## src/rtl/pciow_pkg.sv

```systemverilog
package pciow_pkg;
  localparam int NWIN = 2;
  localparam int NIB_W = 4;

  typedef struct packed {
    logic wait_ins;
    logic zero_ws;
    logic card_cs;
    logic data16;
  } io_flags_t;

  localparam io_flags_t FLAGS_DEFAULT = '{wait_ins: 1'b1, zero_ws: 1'b0, card_cs: 1'b1, data16: 1'b1};

  typedef enum logic [1:0] {
    WAIT_NORMAL = 2'b00,
    WAIT_ZERO   = 2'b01,
    WAIT_EXTRA  = 2'b10
  } wait_code_e;

  function automatic logic in_window(input logic [15:0] a, input logic [15:0] lo,
                                     input logic [15:0] hi);
    return (a >= lo) && (a <= hi);
  endfunction

  function automatic wait_code_e resolve_wait(input io_flags_t f);
    if (f.wait_ins) return WAIT_EXTRA;
    if (f.zero_ws) return WAIT_ZERO;
    return WAIT_NORMAL;
  endfunction
endpackage

```

## src/rtl/pciow_regs.sv

```systemverilog
module pciow_regs
  import pciow_pkg::*;
#(
  parameter int ADDR_W = 16,
  parameter int IDX_W = 8,
  parameter logic [7:0] IDX_ENABLE = 8'h06,
  parameter logic [7:0] IDX_CTRL = 8'h07,
  parameter logic [7:0] IDX_WIN_BASE = 8'h08,
  parameter int EN_BIT_LO = 6
) (
  input  logic clk,
  input  logic rst_n,
  input  logic cfg_we,
  input  logic [IDX_W-1:0] cfg_idx,
  input  logic [7:0] cfg_wdata,
  output logic [7:0] cfg_rdata,
  output logic [NWIN-1:0] win_en,
  output logic [NWIN-1:0][ADDR_W-1:0] win_lo,
  output logic [NWIN-1:0][ADDR_W-1:0] win_hi,
  output io_flags_t [NWIN-1:0] win_flags
);
  localparam int AB = (ADDR_W + 7) / 8;
  localparam int STRIDE = 2 * AB;

  logic [NWIN-1:0] en_q;
  logic [7:0] ctrl_q;
  logic [NWIN-1:0][AB*8-1:0] lo_q;
  logic [NWIN-1:0][AB*8-1:0] hi_q;

  logic sel_en, sel_ctrl;
  logic [NWIN-1:0] rise_w, fall_w;

  assign sel_en = cfg_we && (cfg_idx == IDX_W'(IDX_ENABLE));
  assign sel_ctrl = cfg_we && (cfg_idx == IDX_W'(IDX_CTRL));

  for (genvar w = 0; w < NWIN; w++) begin : g_evt
    assign rise_w[w] = sel_en && !en_q[w] && cfg_wdata[EN_BIT_LO+w];
    assign fall_w[w] = sel_en && en_q[w] && !cfg_wdata[EN_BIT_LO+w];
  end

  always_ff @(posedge clk or negedge rst_n) begin
    if (!rst_n) begin
      en_q <= '0;
      ctrl_q <= '0;
      lo_q <= '0;
      hi_q <= '0;
    end else if (cfg_we) begin
      if (sel_ctrl) ctrl_q <= cfg_wdata;
      for (int w = 0; w < NWIN; w++) begin
        for (int k = 0; k < AB; k++) begin
          if (cfg_idx == IDX_W'(int'(IDX_WIN_BASE) + STRIDE*w + k))
            lo_q[w][8*k +: 8] <= cfg_wdata;
          if (cfg_idx == IDX_W'(int'(IDX_WIN_BASE) + STRIDE*w + AB + k))
            hi_q[w][8*k +: 8] <= cfg_wdata;
        end
        if (sel_en) en_q[w] <= cfg_wdata[EN_BIT_LO+w];
        if (fall_w[w]) begin
          lo_q[w] <= '0;
          hi_q[w] <= '0;
        end
        if (rise_w[w] && ctrl_q[NIB_W*w +: NIB_W] == '0)
          ctrl_q[NIB_W*w +: NIB_W] <= FLAGS_DEFAULT;
      end
    end
  end

  always_comb begin
    cfg_rdata = '0;
    if (cfg_idx == IDX_W'(IDX_ENABLE)) begin
      for (int w = 0; w < NWIN; w++) cfg_rdata[EN_BIT_LO+w] = en_q[w];
    end
    if (cfg_idx == IDX_W'(IDX_CTRL)) cfg_rdata = ctrl_q;
    for (int w = 0; w < NWIN; w++) begin
      for (int k = 0; k < AB; k++) begin
        if (cfg_idx == IDX_W'(int'(IDX_WIN_BASE) + STRIDE*w + k))
          cfg_rdata = lo_q[w][8*k +: 8];
        if (cfg_idx == IDX_W'(int'(IDX_WIN_BASE) + STRIDE*w + AB + k))
          cfg_rdata = hi_q[w][8*k +: 8];
      end
    end
  end

  assign win_en = en_q;
  for (genvar w = 0; w < NWIN; w++) begin : g_out
    assign win_lo[w] = lo_q[w][ADDR_W-1:0];
    assign win_hi[w] = hi_q[w][ADDR_W-1:0];
    assign win_flags[w] = io_flags_t'(ctrl_q[NIB_W*w +: NIB_W]);

    // switching a window off leaves an empty range
    assert_clear_on_disable_R4: assert property (@(posedge clk) disable iff (!rst_n)
      fall_w[w] |=> (win_lo[w] == '0) && (win_hi[w] == '0) && !win_en[w]);
    // switching on with a blank nibble loads the default attributes
    assert_default_flags_R5: assert property (@(posedge clk) disable iff (!rst_n)
      (rise_w[w] && win_flags[w] == '0) |=> (win_flags[w] == FLAGS_DEFAULT) && win_en[w]);
    // an enable write that does not activate this window keeps its nibble
    assert_nibble_kept_R6: assert property (@(posedge clk) disable iff (!rst_n)
      (sel_en && !rise_w[w]) |=> $stable(win_flags[w]));
  end
endmodule

```

## src/rtl/pciow_match.sv

```systemverilog
module pciow_match
  import pciow_pkg::*;
#(
  parameter int ADDR_W = 16
) (
  input  logic clk,
  input  logic rst_n,
  input  logic en,
  input  logic [ADDR_W-1:0] lo,
  input  logic [ADDR_W-1:0] hi,
  input  logic [ADDR_W-1:0] addr,
  output logic match
);
  assign match = en && in_window(16'(addr), 16'(lo), 16'(hi));

  // a disabled window never matches
  assert_disabled_quiet_R3: assert property (@(posedge clk) disable iff (!rst_n)
    !en |-> !match);
endmodule

```

## src/rtl/pciow_select.sv

```systemverilog
module pciow_select
  import pciow_pkg::*;
#(
  parameter int WIN_IDX_W = 1
) (
  input  logic clk,
  input  logic rst_n,
  input  logic addr_vld,
  input  logic [NWIN-1:0] match,
  input  io_flags_t [NWIN-1:0] flags,
  output logic hit,
  output logic [WIN_IDX_W-1:0] hit_win,
  output logic hit_wide,
  output logic hit_card_cs,
  output logic [1:0] hit_wait
);
  logic found;
  logic [WIN_IDX_W-1:0] pick;
  io_flags_t pick_flags;

  always_comb begin
    found = 1'b0;
    pick = '0;
    pick_flags = '0;
    for (int w = NWIN - 1; w >= 0; w--) begin
      if (match[w]) begin
        found = 1'b1;
        pick = WIN_IDX_W'(w);
        pick_flags = flags[w];
      end
    end
  end

  logic take;
  assign take = addr_vld && found;

  always_ff @(posedge clk or negedge rst_n) begin
    if (!rst_n) begin
      hit <= 1'b0;
      hit_win <= '0;
      hit_wide <= 1'b0;
      hit_card_cs <= 1'b0;
      hit_wait <= WAIT_NORMAL;
    end else begin
      hit <= take;
      hit_win <= take ? pick : '0;
      hit_wide <= take && pick_flags.data16;
      hit_card_cs <= take && pick_flags.card_cs;
      hit_wait <= take ? resolve_wait(pick_flags) : WAIT_NORMAL;
    end
  end

  // window 0 wins whenever it matches a strobed address
  assert_low_window_wins_R7: assert property (@(posedge clk) disable iff (!rst_n)
    (addr_vld && match[0]) |=> hit && (hit_win == '0));
  // no strobe, no result
  assert_idle_output_R8: assert property (@(posedge clk) disable iff (!rst_n)
    !addr_vld |=> !hit && !hit_wide && !hit_card_cs && (hit_wait == 2'b00) && (hit_win == '0));
  // the unused wait code never appears
  assert_wait_code_R9: assert property (@(posedge clk) disable iff (!rst_n)
    hit_wait != 2'b11);
endmodule

```

## src/rtl/pcio_window_decoder.sv

```systemverilog
module pcio_window_decoder
  import pciow_pkg::*;
#(
  parameter int ADDR_W = 16,
  parameter int IDX_W = 8,
  parameter logic [7:0] IDX_ENABLE = 8'h06,
  parameter logic [7:0] IDX_CTRL = 8'h07,
  parameter logic [7:0] IDX_WIN_BASE = 8'h08,
  parameter int EN_BIT_LO = 6
) (
  input  logic clk,
  input  logic rst_n,
  input  logic cfg_we,
  input  logic [IDX_W-1:0] cfg_idx,
  input  logic [7:0] cfg_wdata,
  output logic [7:0] cfg_rdata,
  input  logic addr_vld,
  input  logic [ADDR_W-1:0] addr,
  output logic hit,
  output logic [$clog2(NWIN)-1:0] hit_win,
  output logic hit_wide,
  output logic hit_card_cs,
  output logic [1:0] hit_wait
);
  localparam int WIN_IDX_W = $clog2(NWIN);

  logic [NWIN-1:0] win_en;
  logic [NWIN-1:0][ADDR_W-1:0] win_lo;
  logic [NWIN-1:0][ADDR_W-1:0] win_hi;
  io_flags_t [NWIN-1:0] win_flags;
  logic [NWIN-1:0] win_match;

  pciow_regs #(
    .ADDR_W(ADDR_W), .IDX_W(IDX_W), .IDX_ENABLE(IDX_ENABLE),
    .IDX_CTRL(IDX_CTRL), .IDX_WIN_BASE(IDX_WIN_BASE), .EN_BIT_LO(EN_BIT_LO)
  ) u_regs (
    .clk(clk), .rst_n(rst_n), .cfg_we(cfg_we), .cfg_idx(cfg_idx),
    .cfg_wdata(cfg_wdata), .cfg_rdata(cfg_rdata), .win_en(win_en),
    .win_lo(win_lo), .win_hi(win_hi), .win_flags(win_flags)
  );

  for (genvar w = 0; w < NWIN; w++) begin : g_win
    pciow_match #(.ADDR_W(ADDR_W)) u_match (
      .clk(clk), .rst_n(rst_n), .en(win_en[w]), .lo(win_lo[w]),
      .hi(win_hi[w]), .addr(addr), .match(win_match[w])
    );
  end

  pciow_select #(.WIN_IDX_W(WIN_IDX_W)) u_sel (
    .clk(clk), .rst_n(rst_n), .addr_vld(addr_vld), .match(win_match),
    .flags(win_flags), .hit(hit), .hit_win(hit_win), .hit_wide(hit_wide),
    .hit_card_cs(hit_card_cs), .hit_wait(hit_wait)
  );

  // a strobed address that lies inside enabled window 1 but outside window 0 hits window 1
  assert_inclusive_hit_R2: assert property (@(posedge clk) disable iff (!rst_n)
    (addr_vld && win_en[1] && addr >= win_hi[1] - win_hi[1] + win_lo[1] && addr <= win_hi[1]
     && !win_match[0]) |=> hit && (hit_win == WIN_IDX_W'(1)));
endmodule

```

## config.mk

```make
export PLATFORM = sky130hd
export DESIGN_NAME = pcio_window_decoder
export DESIGN_NICKNAME = d
export VERILOG_FILES = /design/src/rtl/pciow_pkg.sv /design/src/rtl/pciow_regs.sv /design/src/rtl/pciow_match.sv /design/src/rtl/pciow_select.sv /design/src/rtl/pcio_window_decoder.sv
export SDC_FILE = /design/constraint.sdc
export NUM_CORES = 1
export LEC_CHECK = 0
export BUFFER_PORTS_ARGS = -buffer_cell sky130_fd_sc_hd__clkbuf_2
export CAP_MARGIN = 0
export CELL_PAD_IN_SITES_DETAIL_PLACEMENT = 0
export CELL_PAD_IN_SITES_GLOBAL_PLACEMENT = 1
export CORE_AREA = 4 4 131 102
export DETAILED_ROUTE_END_ITERATION = 12
export DIE_AREA = 0 0 135 106
export PLACE_DENSITY = 0.81
export SLEW_MARGIN = 40
export SYNTH_ARGS = -nofsm -noshare
export SYNTH_HDL_FRONTEND = slang
export SYNTH_SLANG_ARGS = --single-unit
```

## constraint.sdc

```tcl
create_clock -name clk -period 2.8 [get_ports clk]
set_clock_uncertainty 0.1 [all_clocks]
set_input_delay 0.14 -clock clk [delete_from_list [all_inputs] [get_ports clk]]
set_output_delay 0.14 -clock clk [all_outputs]
set_load 0.01 [all_outputs]
```

==> results.ini <==
[run_status]
status=finished, final reports clean

[hold_path]
hp-class=in -> reg

[synth]
yosys_warnings=0
ys_seq_elements=80
netlist.area_leader.share=0.358
yosysSeqAreaShare=0.358
syn-cell-area_um2=5590
ys.flop_type=dfrtp_1
syn-num-nets=717
synth.distinct_cells=56
netlist_top_cells_area=dfrtp_1, ha_1, mux2i_1
async_flop_share=1.00
synth_top_area_cell=dfrtp_1
synth_area_per_cell_um2=9.06
synth-edff-count=0
syn-instance-count=617

[floorplan]
die_x_um=135
rows=35
start_util=0.464
die-height_um=106
dieArea_um2=14300
core-area_um2=12000
io_pins=50

[place]
place.gp.congestion=0.970
io_buffer_count=49
hpwl_um=13100

[pwr]
p_leak_uw=0.00297
clkPwrFrac=0.382
switching_share=0.289
p_per_area_nw_per_um2=448
ir_worst_vdd_v=0.000289
pwr-share-seq=0.452
p_comb_frac=0.166
p_switching_uw=817
power.internal_uw=2010

[critical_path]
required_ns=2.95
crit_type=reg -> reg
crit_family=simple AND/OR/NAND/NOR gates
cp.buffers_inverters=1
arrival_ns=2.76
cp_cell_sequence=inv_1 -> ha_1 -> a211oi_1 -> a211oi_1 -> or4b_2 -> nor3_1 -> o22a_2 -> mux2i_1
crit_slowest_cell=or4b_2
slowest_delay_ns=0.63
crit_path_start_kind=flip-flop
path_max_fanout=6
end_kind=flip-flop
cp_common_cell=a211oi_1

[job]
maxCapViolCount=0

[clock_network]
cts_root_buffer=clkbuf_16
numCtsBuffers=9
tritoncts=built
insertion_delay_ns=0.34
clock_sinks=80
clkTransAtPathRegs_ns=0.06
clk_path_buf_depth=2
htreeDepth=3
cts_setup_buffers=0

[route]
via_per_inst=5.89
dr_total_vias=4904
firstDrtPassIters=5
wl_per_cell_um=20.7
wirelength_um=17200
drc_errors=0
ant_nets=0
first_iter_violations=469

[timing]
worst_pin_slew_ns=0.677
maxSlewViolCount=0
hold_violations=0
relSlewSlack=0.549
setup-violations-final=0
grt_setup_unrepaired=false
tns_ns=0
whs_ns=0.0533
fmax_mhz=384
period_minus_slack_ns=2.60
fin_crit_sh=0.930

[global_route]
grt_util_met2=0.377
grt.total_usage=0.252
use_met3=0.0445
antenna_found_initial=0
grt_overflow_total=0
grt_use_met1=0.372
grt_max_degree=81
gr-max-usage-layer=met2
grt_pass1_vias=4964
grt_pass1_wl_um=27700

[layout]
final_layout_size_suffix_gt1_frac=0.148
antenna_cells=0
areaGrowthSynthToFinish_pct=12.8
fillers=1165
final_nets=764

==> routing by layer <==
metal	share of wire	routed length, um
met5	0	0
met1	0.47	8170
met4	0.027	466
met2	0.43	7450
met3	0.065	1120
==> final cells by class <==
class	instances	area, um^2	share of cell area
clock buffers	10	239	0.0379
multi-input cells	439	3200	0.507
inverters	68	255	0.0405
well taps	166	208	0.0329
flip-flops and latches	80	2000	0.317
repair buffers	66	384	0.0609
clock inverters	4	22.5	0.00357
==> path summary, 6_finish.rpt <==
| check | start | depth (start not counted) | to | slack, ns |
|---|---|---|---|---|
| setup / recovery | u_regs.win_hi[10] | 8 | u_sel.hit_wait[1] | 0.20 |
| hold / removal | addr_vld | 2 | u_sel.hit | 0.05 |
| setup reg to reg | u_regs.win_hi[10] | 8 | u_sel.hit_wait[1] | 0.20 |
| hold reg to reg | u_regs.win_lo[27] | 2 | u_regs.win_lo[27] | 0.43 |
| max in group asynchronous | rst_n | 2 | u_regs.win_lo[1] | 1.80 |
| min in group asynchronous | rst_n | 2 | u_regs.win_hi[21] | 0.29 |
==> per-stage QoR <==
| stage | instance area [um^2] | setup slack [ns] | total power [uW] | util | instances |
|---|---|---|---|---|---|
| finish | 6310 | 0.195 | 2830 | 0.524 | 833 |
| global route | 6310 | 0.0204 | 2980 | 0.524 | 833 |
| CTS | 6300 | 0.0709 | 2850 | 0.523 | 833 |
| detailed placement | 6030 | 0.0836 | 1760 | 0.501 | 818 |
| global placement | 6030 | 0.196 | 1740 | 0.500 | 818 |
| floorplan | 5590 | 0.349 | 1570 | - | 617 |
==> power by group through the flow <==
stage	clock (uW)	sequential [uW]	combinational (uW)
floorplan	0	1270	292
global placement	0	1290	446
detailed placement	0	1300	464
CTS	1100	1280	467
global route	1160	1290	533
finish	1080	1280	469
==> state kept, by name (all words and copies together), names as in the netlist <==
signal / count
u_sel.hit_win: 1
u_regs.win_hi: 32
u_regs.win_lo: 32
u_regs.win_en: 2
u_sel.hit_wide: 1
u_sel.hit_wait: 2
u_regs.win_flags: 8
u_sel.hit_card_cs: 1
u_sel.hit: 1
==> cells in the final DEF (no fill, tap or decap), types with 8 or more instances in the layout <==
cell / count
a211oi_1: 13
buf_4: 16
nand2_1: 48
ha_1: 64
mux2i_1: 51
clkbuf_2: 48
o21ai_0: 23
nor2_1: 48
nand3_1: 28
dfrtp_1: 80
clkbuf_16: 9
a21o_1: 8
nand4_1: 12
a21oi_1: 48
inv_1: 67
==> worst register-to-register path: cells and delay by family, from the launching register on <==
family,cells,cell delay (ns)
muxes,1,0.23
AOI/OAI and AO/OA,3,0.64
and+or+nand+nor,2,0.83
DFF,1,0.37
adders and majority gates,1,0.30
buffers and inverters,1,0.05
==> synthesized netlist by cell type (6+ instances only) <==
master / instances
nand4_1: 12
nor2_1: 48
o211ai_1: 7
mux2i_1: 51
inv_1: 67
ha_1: 64
nand2b_1: 7
nand3_1: 28
o22a_1: 6
a21oi_1: 48
buf_2: 11
a211oi_1: 13
a21o_1: 8
nand2_1: 48
clkbuf_1: 14
dfrtp_1: 80
o21ai_0: 23
==> kinds of logic (layout without fill, tap and decap cells) <==
group | after synthesis | count (layout) | share of synthesized area
and+or+nand+nor | 178 | 178 | 0.162
AOI/OAI and AO/OA | 141 | 141 | 0.162
buffers and inverters | 98 | 148 | 0.0709
DFF | 80 | 80 | 0.358
adders and majority gates | 64 | 64 | 0.143
muxes | 56 | 56 | 0.103
==> timing repair <==
item	4_1_cts	5_1_grt
endpoints found under the setup margin	0	4
endpoints found under the hold margin	80	0
hold buffers	1	0
gates resized for setup	0	1
Power figures use the tool's default switching activity.
